$ cat src/rtl/rtc_prescaler_pkg.sv
package rtc_prescaler_pkg;
    typedef enum logic [1:0] {
        CLR_NONE  = 2'd0,
        CLR_UPPER = 2'd1,
        CLR_ALL   = 2'd2
    } clr_kind_e;

    localparam logic [1:0] MODE_FULL_CLEAR = 2'd3;
    localparam int SEC_WIDTH = 6;
    localparam logic [SEC_WIDTH-1:0] SEC_LAST = 6'd59;
    localparam logic [SEC_WIDTH-1:0] SEC_HALF = 6'd30;
endpackage

$ cat src/rtl/rtc_clear_ctrl.sv
module rtc_clear_ctrl
    import rtc_prescaler_pkg::*;
(
    input  logic       clk,
    input  logic       rst_n,
    input  logic       time_rst,
    input  logic       adj30,
    input  logic       mode_we,
    input  logic [1:0] mode_wdata,
    output clr_kind_e  clr_kind
);
    logic [1:0] mode_q;
    logic       strobe;

    assign strobe = time_rst | adj30;

    always_ff @(posedge clk) begin
        if (!rst_n) begin
            mode_q <= 2'd0;
        end else if (mode_we) begin
            mode_q <= mode_wdata;
        end
    end

    // Decode of the clear action uses the mode held before any write this cycle.
    always_comb begin
        if (!strobe) begin
            clr_kind = CLR_NONE;
        end else begin
            unique case (mode_q)
                MODE_FULL_CLEAR: clr_kind = CLR_ALL;
                default:         clr_kind = CLR_UPPER;
            endcase
        end
    end

    // mode register holds without a write
    p_mode_hold_r8: assert property (@(posedge clk) disable iff (!rst_n)
        !mode_we |=> $stable(mode_q));
endmodule

$ cat src/rtl/rtc_divider_chain.sv
module rtc_divider_chain
    import rtc_prescaler_pkg::*;
#(
    parameter int DIV_STAGES = 15,
    parameter int LOW_STAGES = 9,
    parameter int TAP_STAGE  = 6
) (
    input  logic      clk,
    input  logic      rst_n,
    input  logic      tick_in,
    input  clr_kind_e clr_kind,
    output logic      wrap_evt,
    output logic      tick_1hz,
    output logic      tick_512hz
);
    localparam int CW = DIV_STAGES;
    localparam logic [CW-1:0] LOW_MASK = CW'((64'd1 << LOW_STAGES) - 64'd1);

    logic [CW-1:0] cnt;
    logic [CW-1:0] cnt_nx;
    logic          accept;
    logic          tap_evt;

    assign accept   = tick_in && (clr_kind == CLR_NONE);
    assign wrap_evt = accept && (&cnt);
    assign tap_evt  = accept && (&cnt[TAP_STAGE-1:0]);

    always_comb begin
        unique case (clr_kind)
            CLR_ALL:   cnt_nx = '0;
            CLR_UPPER: cnt_nx = cnt & LOW_MASK;
            CLR_NONE:  cnt_nx = accept ? cnt + CW'(1) : cnt;
            default:   cnt_nx = cnt;
        endcase
    end

    always_ff @(posedge clk) begin
        if (!rst_n) begin
            cnt        <= '0;
            tick_1hz   <= 1'b0;
            tick_512hz <= 1'b0;
        end else begin
            cnt        <= cnt_nx;
            tick_1hz   <= wrap_evt;
            tick_512hz <= tap_evt;
        end
    end

    p_full_clear_r4: assert property (@(posedge clk) disable iff (!rst_n)
        (clr_kind == CLR_ALL) |=> (cnt == '0));

    p_upper_clear_r3: assert property (@(posedge clk) disable iff (!rst_n)
        (clr_kind == CLR_UPPER) |=> (((cnt & ~LOW_MASK) == '0) &&
                                     ((cnt & LOW_MASK) == ($past(cnt) & LOW_MASK))));

    p_pulse_nest_r1: assert property (@(posedge clk) disable iff (!rst_n)
        tick_1hz |-> tick_512hz);

    p_idle_hold_r2: assert property (@(posedge clk) disable iff (!rst_n)
        (clr_kind == CLR_NONE && !tick_in) |=> $stable(cnt));
endmodule

$ cat src/rtl/rtc_seconds.sv
module rtc_seconds
    import rtc_prescaler_pkg::*;
(
    input  logic                 clk,
    input  logic                 rst_n,
    input  logic                 sec_evt,
    input  logic                 time_rst,
    input  logic                 adj30,
    output logic [SEC_WIDTH-1:0] seconds,
    output logic                 min_carry
);
    logic [SEC_WIDTH-1:0] sec_nx;
    logic                 carry_nx;

    always_comb begin
        sec_nx   = seconds;
        carry_nx = 1'b0;
        if (time_rst) begin
            sec_nx = '0;
        end else if (adj30) begin
            sec_nx   = '0;
            carry_nx = (seconds >= SEC_HALF);
        end else if (sec_evt) begin
            if (seconds == SEC_LAST) begin
                sec_nx   = '0;
                carry_nx = 1'b1;
            end else begin
                sec_nx = seconds + SEC_WIDTH'(1);
            end
        end
    end

    always_ff @(posedge clk) begin
        if (!rst_n) begin
            seconds   <= '0;
            min_carry <= 1'b0;
        end else begin
            seconds   <= sec_nx;
            min_carry <= carry_nx;
        end
    end

    p_sec_range_r6: assert property (@(posedge clk) disable iff (!rst_n)
        seconds <= SEC_LAST);

    p_carry_zero_r7: assert property (@(posedge clk) disable iff (!rst_n)
        min_carry |-> (seconds == '0));
endmodule

$ cat src/rtl/rtc_prescaler.sv
module rtc_prescaler
    import rtc_prescaler_pkg::*;
#(
    parameter int DIV_STAGES = 15,
    parameter int LOW_STAGES = 9,
    parameter int TAP_STAGE  = 6
) (
    input  logic       clk,
    input  logic       rst_n,
    input  logic       tick_in,
    input  logic       time_rst,
    input  logic       adj30,
    input  logic       mode_we,
    input  logic [1:0] mode_wdata,
    output logic       tick_1hz,
    output logic       tick_512hz,
    output logic [5:0] seconds,
    output logic       min_carry
);
    clr_kind_e clr_kind;
    logic      wrap_evt;

    rtc_clear_ctrl u_ctrl (
        .clk        (clk),
        .rst_n      (rst_n),
        .time_rst   (time_rst),
        .adj30      (adj30),
        .mode_we    (mode_we),
        .mode_wdata (mode_wdata),
        .clr_kind   (clr_kind)
    );

    rtc_divider_chain #(
        .DIV_STAGES (DIV_STAGES),
        .LOW_STAGES (LOW_STAGES),
        .TAP_STAGE  (TAP_STAGE)
    ) u_chain (
        .clk        (clk),
        .rst_n      (rst_n),
        .tick_in    (tick_in),
        .clr_kind   (clr_kind),
        .wrap_evt   (wrap_evt),
        .tick_1hz   (tick_1hz),
        .tick_512hz (tick_512hz)
    );

    rtc_seconds u_sec (
        .clk       (clk),
        .rst_n     (rst_n),
        .sec_evt   (wrap_evt),
        .time_rst  (time_rst),
        .adj30     (adj30),
        .seconds   (seconds),
        .min_carry (min_carry)
    );

    p_strobe_blocks_r5: assert property (@(posedge clk) disable iff (!rst_n)
        (time_rst || adj30) |=> (!tick_1hz && !tick_512hz));
endmodule

$ cat config.mk
export PLATFORM = sky130hd
export DESIGN_NAME = rtc_prescaler
export DESIGN_NICKNAME = d
export VERILOG_FILES = /design/src/rtl/rtc_prescaler_pkg.sv /design/src/rtl/rtc_clear_ctrl.sv /design/src/rtl/rtc_divider_chain.sv /design/src/rtl/rtc_seconds.sv /design/src/rtl/rtc_prescaler.sv
export SDC_FILE = /design/constraint.sdc
export NUM_CORES = 1
export LEC_CHECK = 0
export BUFFER_PORTS_ARGS = -buffer_cell sky130_fd_sc_hd__buf_2
export CAP_MARGIN = 20
export CORE_ASPECT_RATIO = 0.7
export CORE_UTILIZATION = 60
export CTS_CLUSTER_SIZE = 20
export DETAILED_ROUTE_END_ITERATION = 8
export PLACE_DENSITY = 0.93
export SLEW_MARGIN = 0
export SYNTH_ARGS = -nofsm -noshare
export SYNTH_HDL_FRONTEND = slang
export SYNTH_HIERARCHICAL = 1
export SYNTH_SLANG_ARGS = --single-unit
$ cat constraint.sdc
create_clock -name clk -period 7.6 [get_ports clk]
set_input_delay 1.52 -clock clk [delete_from_list [all_inputs] [get_ports clk]]
set_output_delay 1.52 -clock clk [all_outputs]
set_load 0.05 [all_outputs]
==> flow_summary.yaml, run 1 <==
logic_synthesis:
  synth-simple-area-share: 0.317
  yosysTopAreaCell: "dfxtp_1"
  synth_xor_area_frac: 0.0392
  synth.top_cell.area_share: 0.388
  synth_top_family_by_area: "simple AND/OR/NAND/NOR gates"
  synth.distinct_cells: 48
  synth_edf_count: 0
  synthMuxAreaShare: 0.0149
  syn_avg_cell_area_sq_um: 8.54
  synth.net_count: 168
  synthCells: 157
  synthTopCellsByArea: "dfxtp_1 (39%), nor2_1 (4.2%), a21oi_1 (3.7%)"
  ys_ff_latch: 26
  synth_area_sq_um: 1340
  yosysMostFrequentCell: "dfxtp_1"
  synth_compound_area_frac: 0.183
  synthAdderAreaFrac: 0.0280
  async_flop_share: 0
  synthFlopType: "dfxtp_1"
  ys_seq_area_frac: 0.388
  synth_commonest_cells: "dfxtp_1 (26), nor2_1 (15), nand2_1 (12)"
  yosys_warnings: 6
die:
  die_area_sq_um: 2430
  io_pins: 17
  chipHeight_microns: 41.5
  die_x_microns: 58.5
  coreArea_sq_um: 1970
  core.rowCount: 13
  start_util: 0.681
cts:
  numCtsBuffers: 3
  cts_max_path_buffers: 2
  clock_latency_ns: 0.33
  clkSinkCount: 26
  cts_hold_buf: 0
  htreeDepth: 1
  ctsResizeCount: 0
  post_cts_buffers: 0
  root_buffer: "clkbuf_4"
  path_clk_slew_ns: 0.12
  cts_tree: "done"
setup_path:
  start_kind: "input pin"
  required_ns: 7.81
  critical_path_class: "input pin to register"
  endpoint_kind: "register"
  reg2reg_from: "u_chain/cnt[0]"
  arrival_ns: 3.64
  ff2ff_setup_slack_ns: 4.57
  path_max_fanout: 10
  worstRegToRegCells: 8
  reg2reg_to: "u_sec/seconds[0]"
final_layout:
  area_growth_pct: 10.3
  fillCellCount: 163
  antenna_cells: 0
  drive_gt1_frac: 0.179
  final_net_count: 185
place:
  hpwl_microns: 2290
  port_buffers: 16
  gp_congestion: 0.917
power_and_ir_drop:
  combPwrFrac: 0.074
  peakVddDrop_mv: 0.133
  swShare: 0.234
  p_sw_uw: 52.9
  power.leakage_nw: 0.544
  intPower_uw: 173
  p_per_area_nw_per_um2: 153
  p_seq_frac: 0.614
  clock_power_share: 0.312
timing:
  maxSlewViolCount: 0
  worstMarginPinSlew_ns: 0.618
  finalHoldViolations: 0
  rsz0062_at_grt: "no"
  slew_headroom: 0.584
  max_freq_mhz: 292
  period_share: 0.450
  setup_viol: 0
  finalCriticalPeriod_ns: 3.42
  holdWs_ns: 0.516
  tns_ns: 0
  skew_ns: 0.0141
route:
  drt_first_pass_iters: 4
  postRouteAntennaNets: 0
  drc: 0
  viasPerCell: 6.13
  drt-total-wl_microns: 3110
  drtIter0Drc: 115
  vias: 1244
  post_drt_wl_per_cell_microns: 15.3
global_route:
  grt_overflow: 0
  grt_pass1_vias: 1135
  grt_usage: 0.285
  grt_max_degree: 15
  antenna_found_initial: 0
  grt_pass1_wl_microns: 5220
run:
  drv_cap: 0
min_path:
  holdPathStages: 2
  hold_end: "u_chain/cnt[14]"
  worstHoldPathType: "register to register"
  hp-start: "u_chain/cnt[14]"
outcome:
  status: "complete, no violations"
## layout by cell type, fill, tap and decap left out, drive strengths merged, types with 2 or more instances in the layout
| cell type | instances |
|---|---|
| nor3b | 2 |
| clkbuf | 4 |
| o211a | 2 |
| inv | 5 |
| ha | 3 |
| nand3b | 2 |
| dfxtp | 26 |
| or3 | 6 |
| o21ai | 7 |
| nand4 | 5 |
| o31ai | 2 |
| o211ai | 2 |
| a21oi | 11 |
| nor2 | 15 |
| or4 | 4 |
| nor4 | 2 |
| mux2i | 2 |
| a21o | 2 |
| nand2 | 12 |
| nor3 | 7 |
| nand3 | 7 |
| nor2b | 3 |
| or2 | 2 |
| and3 | 2 |
| xor2 | 3 |
| a31oi | 2 |
| buf | 16 |
| xnor2 | 3 |
## state kept, by name, summed over array words and instances, names as in the netlist
register            flops
u_chain/cnt            15
u_chain/tick_1hz        1
u_chain/tick_512hz      1
u_ctrl/mode_q           2
u_sec/min_carry         1
u_sec/seconds           6
## worst max path at each step
stage                  endpoint  cells after the start  startpoint
2_1_floorplan  u_sec/seconds[0]                      9       adj30
3_3_place_gp   u_sec/seconds[2]                      8       adj30
3_5_place_dp   u_sec/seconds[2]                      8       adj30
4_1_cts        u_sec/seconds[0]                      8       adj30
5_1_grt        u_sec/seconds[3]                      8       adj30
6_report       u_sec/seconds[0]                      8       adj30
## worst max-delay path, stage by stage
cell and delay [ns]:
buf_2 0.12, nor2_1 0.14, a21oi_1 0.15, or3b_1 0.57, nor2_1 0.41, nand2_1 0.19
o31ai_2 0.43, nor2_1 0.10
## stage by stage
step	total power, mW	cell area, sq um	cells	utilization	setup slack, ns
after global routing	0.235	1480	203	0.751	4.01
after global placement	0.157	1440	199	0.732	4.00
after detailed placement	0.158	1440	199	0.732	3.87
after floorplan	0.152	1340	157	-	4.20
final	0.226	1480	203	0.751	4.18
after CTS	0.227	1480	203	0.751	4.23
## routing by layer
| metal | track usage | vias up | routed length, microns |
|---|---|---|---|
| met2 | 0.407 | 62 | 1290 |
| met4 | 0.110 | 0 | 50 |
| li1 | - | 616 | - |
| met5 | 0 | - | 0 |
| met1 | 0.412 | 558 | 1470 |
| met3 | 0.0685 | 8 | 303 |
## kinds of logic (layout without fill, tap and decap cells)
group / count (synthesis) / count (layout)
compound gates: 36 / 36
xor+xnor: 6 / 6
simple gates: 74 / 74
flops: 26 / 26
fa+ha+maj: 3 / 3
mux: 2 / 2
buf+inv: 10 / 26
## cell type report
cell class                 instances  area, sq um  share of cell area
clock buffer                       4         36.3              0.0246
inverter                           6         22.5              0.0152
multi-input combinational        121          781               0.528
sequential                        26          520               0.352
tap                               30         37.5              0.0254
timing repair buffer              16         80.1              0.0542
## power by group through the flow
stage | Clock (mW) | Combinational (mW) | Sequential [mW]
2_1_floorplan | 0 | 0.0105 | 0.142
3_3_place_gp | 0 | 0.0157 | 0.142
3_5_place_dp | 0 | 0.0162 | 0.142
4_1_cts | 0.0724 | 0.0163 | 0.139
5_1_grt | 0.0777 | 0.0184 | 0.139
6_report | 0.0703 | 0.0168 | 0.139
(Power assumes the default switching activity.)
==> inputs of run 2 (changes only) <==
--- a/config.mk
+++ b/config.mk
@@ -8,10 +8,10 @@
 export BUFFER_PORTS_ARGS = -buffer_cell sky130_fd_sc_hd__buf_2
 export CAP_MARGIN = 20
 export CORE_ASPECT_RATIO = 0.7
-export CORE_UTILIZATION = 60
+export CORE_UTILIZATION = 50
 export CTS_CLUSTER_SIZE = 20
 export DETAILED_ROUTE_END_ITERATION = 8
-export PLACE_DENSITY = 0.93
+export PLACE_DENSITY = 0.84
 export SLEW_MARGIN = 0
 export SYNTH_ARGS = -nofsm -noshare
 export SYNTH_HDL_FRONTEND = slang
==> constraint.sdc (replaced) <==
create_clock -name clk -period 2.9 [get_ports clk]
set_input_delay 0.58 -clock clk [delete_from_list [all_inputs] [get_ports clk]]
set_output_delay 0.58 -clock clk [all_outputs]
set_load 0.05 [all_outputs]
==> run 2 against run 1 <==
First-iteration DRC count down 28%. Register-to-register slack worse by 4.4 ns. Non-clock buffer count up 2. Global-route usage down 5.5 points. Critical path type is now register to register. Largest power group unchanged.
==> flow_summary.yaml, run 2 (synthesis results as in run 1) <==
timing:
  rsz0062_at_grt: "no"
  period_share: 0.939
  worstMarginPinSlew_ns: 0.662
  max_freq_mhz: 367
  tns_ns: 0
  holdWs_ns: 0.493
  skew_ns: 0.00601
  setup_viol: 0
  finalHoldViolations: 0
  slew_headroom: 0.559
  maxSlewViolCount: 0
  finalCriticalPeriod_ns: 2.72
final_layout:
  area_growth_pct: 12.8
  antenna_cells: 0
  largest_register: "u_chain/cnt"
  largest_reg_flops: 15
  drive_gt1_frac: 0.184
  final_net_count: 187
  top_regs: "u_chain/cnt x15, u_sec/seconds x6, u_ctrl/mode_q x2"
  mostFrequentLayoutCells: "dfxtp_1 (26), buf_2 (16), nor2_1 (15)"
  fillCellCount: 220
  final_common_cell: "dfxtp_1"
setup_path:
  worstPathCellList: "ha_1, inv_1, or4_4, or3_2, nor2_1, nand4_2, or3_1, a21oi_2"
  slowest_stage: "or4_4"
  arrival_ns: 2.93
  reg2reg_from: "u_chain/cnt[0]"
  critical_path_class: "register to register"
  cp_top_family: "simple AND/OR/NAND/NOR gates"
  reg2reg_to: "u_sec/seconds[5]"
  worstPathBufferInverterCount: 1
  endpoint_kind: "register"
  path_max_fanout: 6
  required_ns: 3.10
  start_kind: "register"
  ff2ff_setup_slack_ns: 0.18
  slowest_delay_ns: 0.56
  worstRegToRegCells: 8
min_path:
  hp-start: "u_chain/cnt[14]"
  holdPathStages: 2
  hold_end: "u_chain/cnt[14]"
  worstHoldPathType: "register to register"
cts:
  numCtsBuffers: 3
  root_buffer: "clkbuf_8"
  ctsResizeCount: 0
  htreeDepth: 1
  cts_max_path_buffers: 2
  path_clk_slew_ns: 0.08
  clkSinkCount: 26
  cts_tree: "done"
  cts_hold_buf: 0
  post_cts_buffers: 0
  clock_latency_ns: 0.27
power_and_ir_drop:
  finalPower_uw: 609
  p_per_area_nw_per_um2: 403
  power.leakage_nw: 0.556
  peakVddDrop_mv: 0.245
global_route:
  top_usage_layer: "met2"
  grt_pass1_wl_microns: 5010
  antenna_found_initial: 0
  grtUsageMet2: 0.372
  grtUsageMet3: 0.0530
  grt_pass1_vias: 1073
  grt_usage: 0.230
  grt_overflow: 0
  grt_max_degree: 14
  grt_util_met1: 0.318
run:
  drv_cap: 0
place:
  gp_congestion: 0.919
  port_buffers: 16
  hpwl_microns: 2390
outcome:
  status: "complete, no violations"
die:
  core.rowCount: 15
  chipHeight_microns: 45.3
  start_util: 0.537
  io_pins: 17
  coreArea_sq_um: 2500
  die_area_sq_um: 2890
  die_x_microns: 63.9
route:
  viasPerCell: 6.05
  postRouteAntennaNets: 0
  drt-total-wl_microns: 3210
  drtIter0Drc: 83
  post_drt_wl_per_cell_microns: 15.4
  drt_first_pass_iters: 4
  vias: 1258
  drc: 0
## run 2: report_power, final
part / switching (mW) / internal, mW
Clock: 0.109 / 0.0931
Combinational: 0.0287 / 0.0164
Sequential: 0.00268 / 0.360
Total: 0.140 / 0.469
## run 2: routing by layer
layer,vias up,share of wire
met5,-,0
met4,0,0
met3,0,0.056
met2,48,0.45
met1,589,0.49
li1,621,-
## run 2: worst max-delay path by stage
stage	slack [ns]	end	from	cells after the start
floorplan	0.28	u_sec/seconds[0]	u_chain/cnt[0]	8
global placement	0.33	u_sec/seconds[4]	u_chain/cnt[0]	8
detailed placement	0.14	u_sec/seconds[4]	u_chain/cnt[0]	8
CTS	0.12	u_sec/seconds[4]	u_chain/cnt[0]	8
finish	0.18	u_sec/seconds[5]	u_chain/cnt[0]	8
global route	0.02	u_sec/seconds[3]	u_chain/cnt[0]	8
## run 2: stage by stage
step / cell area (sq um) / std cells / utilization / setup WS, ns
2_1_floorplan: 1340 / 157 / - / 0.280
3_3_place_gp: 1460 / 205 / 0.585 / 0.326
3_5_place_dp: 1460 / 205 / 0.585 / 0.143
4_1_cts: 1500 / 208 / 0.602 / 0.115
5_1_grt: 1510 / 208 / 0.606 / 0.0218
6_report: 1510 / 208 / 0.606 / 0.176
## run 2: worst reg2reg max path: cells and delay by family, from the launching register on
family | cells | cell delay [ns]
and+or+nand+nor | 5 | 1.71
DFF | 1 | 0.42
AOI/OAI and AO/OA | 1 | 0.15
buffers and inverters | 1 | 0.11
adders and majority gates | 1 | 0.26
## run 2: layout make-up
type	instances	area [sq um]	share of cell area
timing repair buffer	18	95.1	0.0629
multi-input combinational	121	790	0.522
tap	34	42.5	0.0281
clock buffer	3	41.3	0.0273
sequential	26	520	0.344
inverter	6	22.5	0.0149
==> inputs of run 3 (changes only) <==
--- a/config.mk
+++ b/config.mk
@@ -5,13 +5,14 @@
 export SDC_FILE = /design/constraint.sdc
 export NUM_CORES = 1
 export LEC_CHECK = 0
+export ABC_AREA = 1
 export BUFFER_PORTS_ARGS = -buffer_cell sky130_fd_sc_hd__buf_2
 export CAP_MARGIN = 20
 export CORE_ASPECT_RATIO = 0.7
-export CORE_UTILIZATION = 50
+export CORE_UTILIZATION = 51
 export CTS_CLUSTER_SIZE = 20
 export DETAILED_ROUTE_END_ITERATION = 8
-export PLACE_DENSITY = 0.84
+export PLACE_DENSITY = 0.85
 export SLEW_MARGIN = 0
 export SYNTH_ARGS = -nofsm -noshare
 export SYNTH_HDL_FRONTEND = slang
==> run 3 against run 2 <==
Routed wire length down 8.6%. Largest power group unchanged. Synthesized area up 6.8%. Via count up 8.7%. Die area up 4.5%. Synthesized cell count up 41%. Sequential power about the same. Sequential share of layout area down 2.0 points. Critical path depth up 5. Combinational power down 3%. Utilization up 2.3 points. First-iteration DRC count up 23%.
==> flow_summary.yaml, run 3 <==
logic_synthesis:
  synth_edf_count: 0
  yosysMostFrequentCell: "nand2_1"
  synth.top_cell.area_share: 0.364
  async_flop_share: 0
  synth_commonest_cells: "nand2_1 (67), nor2_1 (30), dfxtp_1 (26)"
  ys_seq_area_frac: 0.364
  synthTopCellsByArea: "dfxtp_1 (36%), nand2_1 (18%), nor2_1 (7.9%)"
  synthFlopType: "dfxtp_1"
  synthCells: 221
  synth_area_sq_um: 1430
  synth.net_count: 232
  yosysTopAreaCell: "dfxtp_1"
  syn_avg_cell_area_sq_um: 6.48
  ys_ff_latch: 26
  yosys_warnings: 6
  synth.distinct_cells: 25
cts:
  ctsResizeCount: 0
  path_clk_slew_ns: 0.09
  cts_tree: "done"
  clock_latency_ns: 0.27
  numCtsBuffers: 3
  cts_hold_buf: 0
  post_cts_buffers: 0
  cts_max_path_buffers: 2
  root_buffer: "clkbuf_8"
  htreeDepth: 1
  clkSinkCount: 26
final_layout:
  antenna_cells: 0
  drive_gt1_frac: 0.188
  final_common_cell: "nand2_1"
  fillCellCount: 254
  multi_input_area_sq_um: 790
  top_regs: "u_chain/cnt x15, u_sec/seconds x6, u_ctrl/mode_q x2"
  final_net_count: 252
  area_growth_pct: 12.1
  largest_register: "u_chain/cnt"
  fin_util: 0.628
  mostFrequentLayoutCells: "nand2_1 (67), nor2_1 (30), dfxtp_1 (26)"
  seq_area_sq_um: 520
  fin_cells: 274
  largest_reg_flops: 15
setup_path:
  reg2reg_from: "u_chain/cnt[0]"
  reg2reg_to: "u_sec/seconds[4]"
  crit_top_cell: "nor2_1"
  worstRegToRegCells: 12
  slowest_delay_ns: 0.18
  slowest_stage: "nor2_1"
  required_ns: 3.06
  worstPathCellList: "buf_2, nor2_1, a21oi_1, nor2_2, nand2_2, nor2_1, inv_1, nor2_1, nand2_1, inv_1, nand2_1, o21ai_0, nor2_1"
  ff2ff_setup_slack_ns: 0.99
  critical_path_class: "input pin to register"
  start_kind: "input pin"
  path_max_fanout: 8
  worstPathBufferInverterCount: 3
  cp_top_family: "simple AND/OR/NAND/NOR gates"
  arrival_ns: 2.17
  endpoint_kind: "register"
die:
  coreArea_sq_um: 2550
  core.rowCount: 15
  io_pins: 17
  die_area_sq_um: 3030
  chipHeight_microns: 46.3
  start_util: 0.561
  die_x_microns: 65.3
timing:
  tns_ns: 0
  finalHoldViolations: 0
  rsz0062_at_grt: "no"
  maxSlewViolCount: 0
  finalCriticalPeriod_ns: 2.00
  slew_headroom: 0.753
  skew_ns: 0.00448
  setup_viol: 0
  max_freq_mhz: 499
  worstMarginPinSlew_ns: 0.366
  period_share: 0.691
route:
  postRouteAntennaNets: 0
  viasPerCell: 4.99
  post_drt_wl_per_cell_microns: 10.7
  drtIter0Drc: 102
  drt_first_pass_iters: 4
  vias: 1368
  drc: 0
  drt-total-wl_microns: 2930
outcome:
  status: "complete, no violations"
place:
  dp_cells: 270
  gp_congestion: 0.893
  port_buffers: 16
  hpwl_microns: 2240
global_route:
  antenna_found_initial: 0
  grt_usage: 0.218
  grt_pass1_wl_microns: 4970
  grt_overflow: 0
  grt_pass1_vias: 1135
  grt_max_degree: 17
min_path:
  worstHoldPathType: "register to register"
  hp-start: "u_ctrl/mode_q[1]"
  hold_end: "u_ctrl/mode_q[1]"
  holdPathStages: 2
power_and_ir_drop:
  p_per_area_nw_per_um2: 401
  peakVddDrop_mv: 0.314
  power.leakage_nw: 0.691
run:
  drv_cap: 0
## run 3: cell count changes after synthesis, sizes merged, moves of 5 or more
cell,before,now
nand2,12,74
nor2,15,37
inv,5,30
o21ai,7,12
or3,6,0
nand3,7,12
## run 3: tightest hold or removal path: cells and delay by family (launching register included)
| kind | cells | cell delay [ns] |
|---|---|---|
| AND/OR/NAND/NOR | 2 | 0.13 |
| flip-flops | 1 | 0.34 |
## run 3: logic make-up after synthesis
logic type | synth area share
buffers and inverters | 0.0848
DFF | 0.364
AOI/OAI and AO/OA | 0.112
and+or+nand+nor | 0.407
xor gates and xnor gates | 0.00612
adders and majority gates | 0.0262
## run 3: cell type report
class,count,area share
clock buffer,4,0.0343
inverter,31,0.0725
multi-input combinational,163,0.492
sequential,26,0.324
tap,34,0.0265
timing repair buffer,16,0.0499
## run 3: through the flow
stage	hold slack [ns]	area, sq um	setup slack [ns]	power [mW]
3_5_place_dp	0.492	1550	0.606	0.415
3_3_place_gp	0.478	1550	0.705	0.414
2_1_floorplan	0.456	1430	0.942	0.400
5_1_grt	0.539	1600	0.692	0.671
4_1_cts	0.511	1600	0.905	0.646
6_report	0.504	1600	0.897	0.643
## run 3: worst max path at each step
stage | depth (start not counted) | start | end | slack (ns)
after CTS | 13 | adj30 | u_sec/seconds[5] | 0.91
after floorplan | 12 | adj30 | u_sec/seconds[5] | 0.94
final | 13 | adj30 | u_sec/seconds[4] | 0.90
after global routing | 13 | adj30 | u_sec/seconds[4] | 0.69
after detailed placement | 13 | adj30 | u_sec/seconds[5] | 0.61
after global placement | 13 | adj30 | u_sec/seconds[4] | 0.71
## run 3: metal layers
layer / vias up / part of all wire / track usage
met5: - / 0 / 0
met4: 0 / 0.0048 / 0.0435
met3: 2 / 0.038 / 0.0520
met2: 28 / 0.43 / 0.334
met1: 607 / 0.53 / 0.311
li1: 731 / - / -
## run 3: where the power goes
group | switching [mW] | total (mW) | internal (mW)
combinational | 0.0304 | 0.0437 | 0.0133
sequential | 0.00289 | 0.363 | 0.360
clock | 0.115 | 0.237 | 0.121
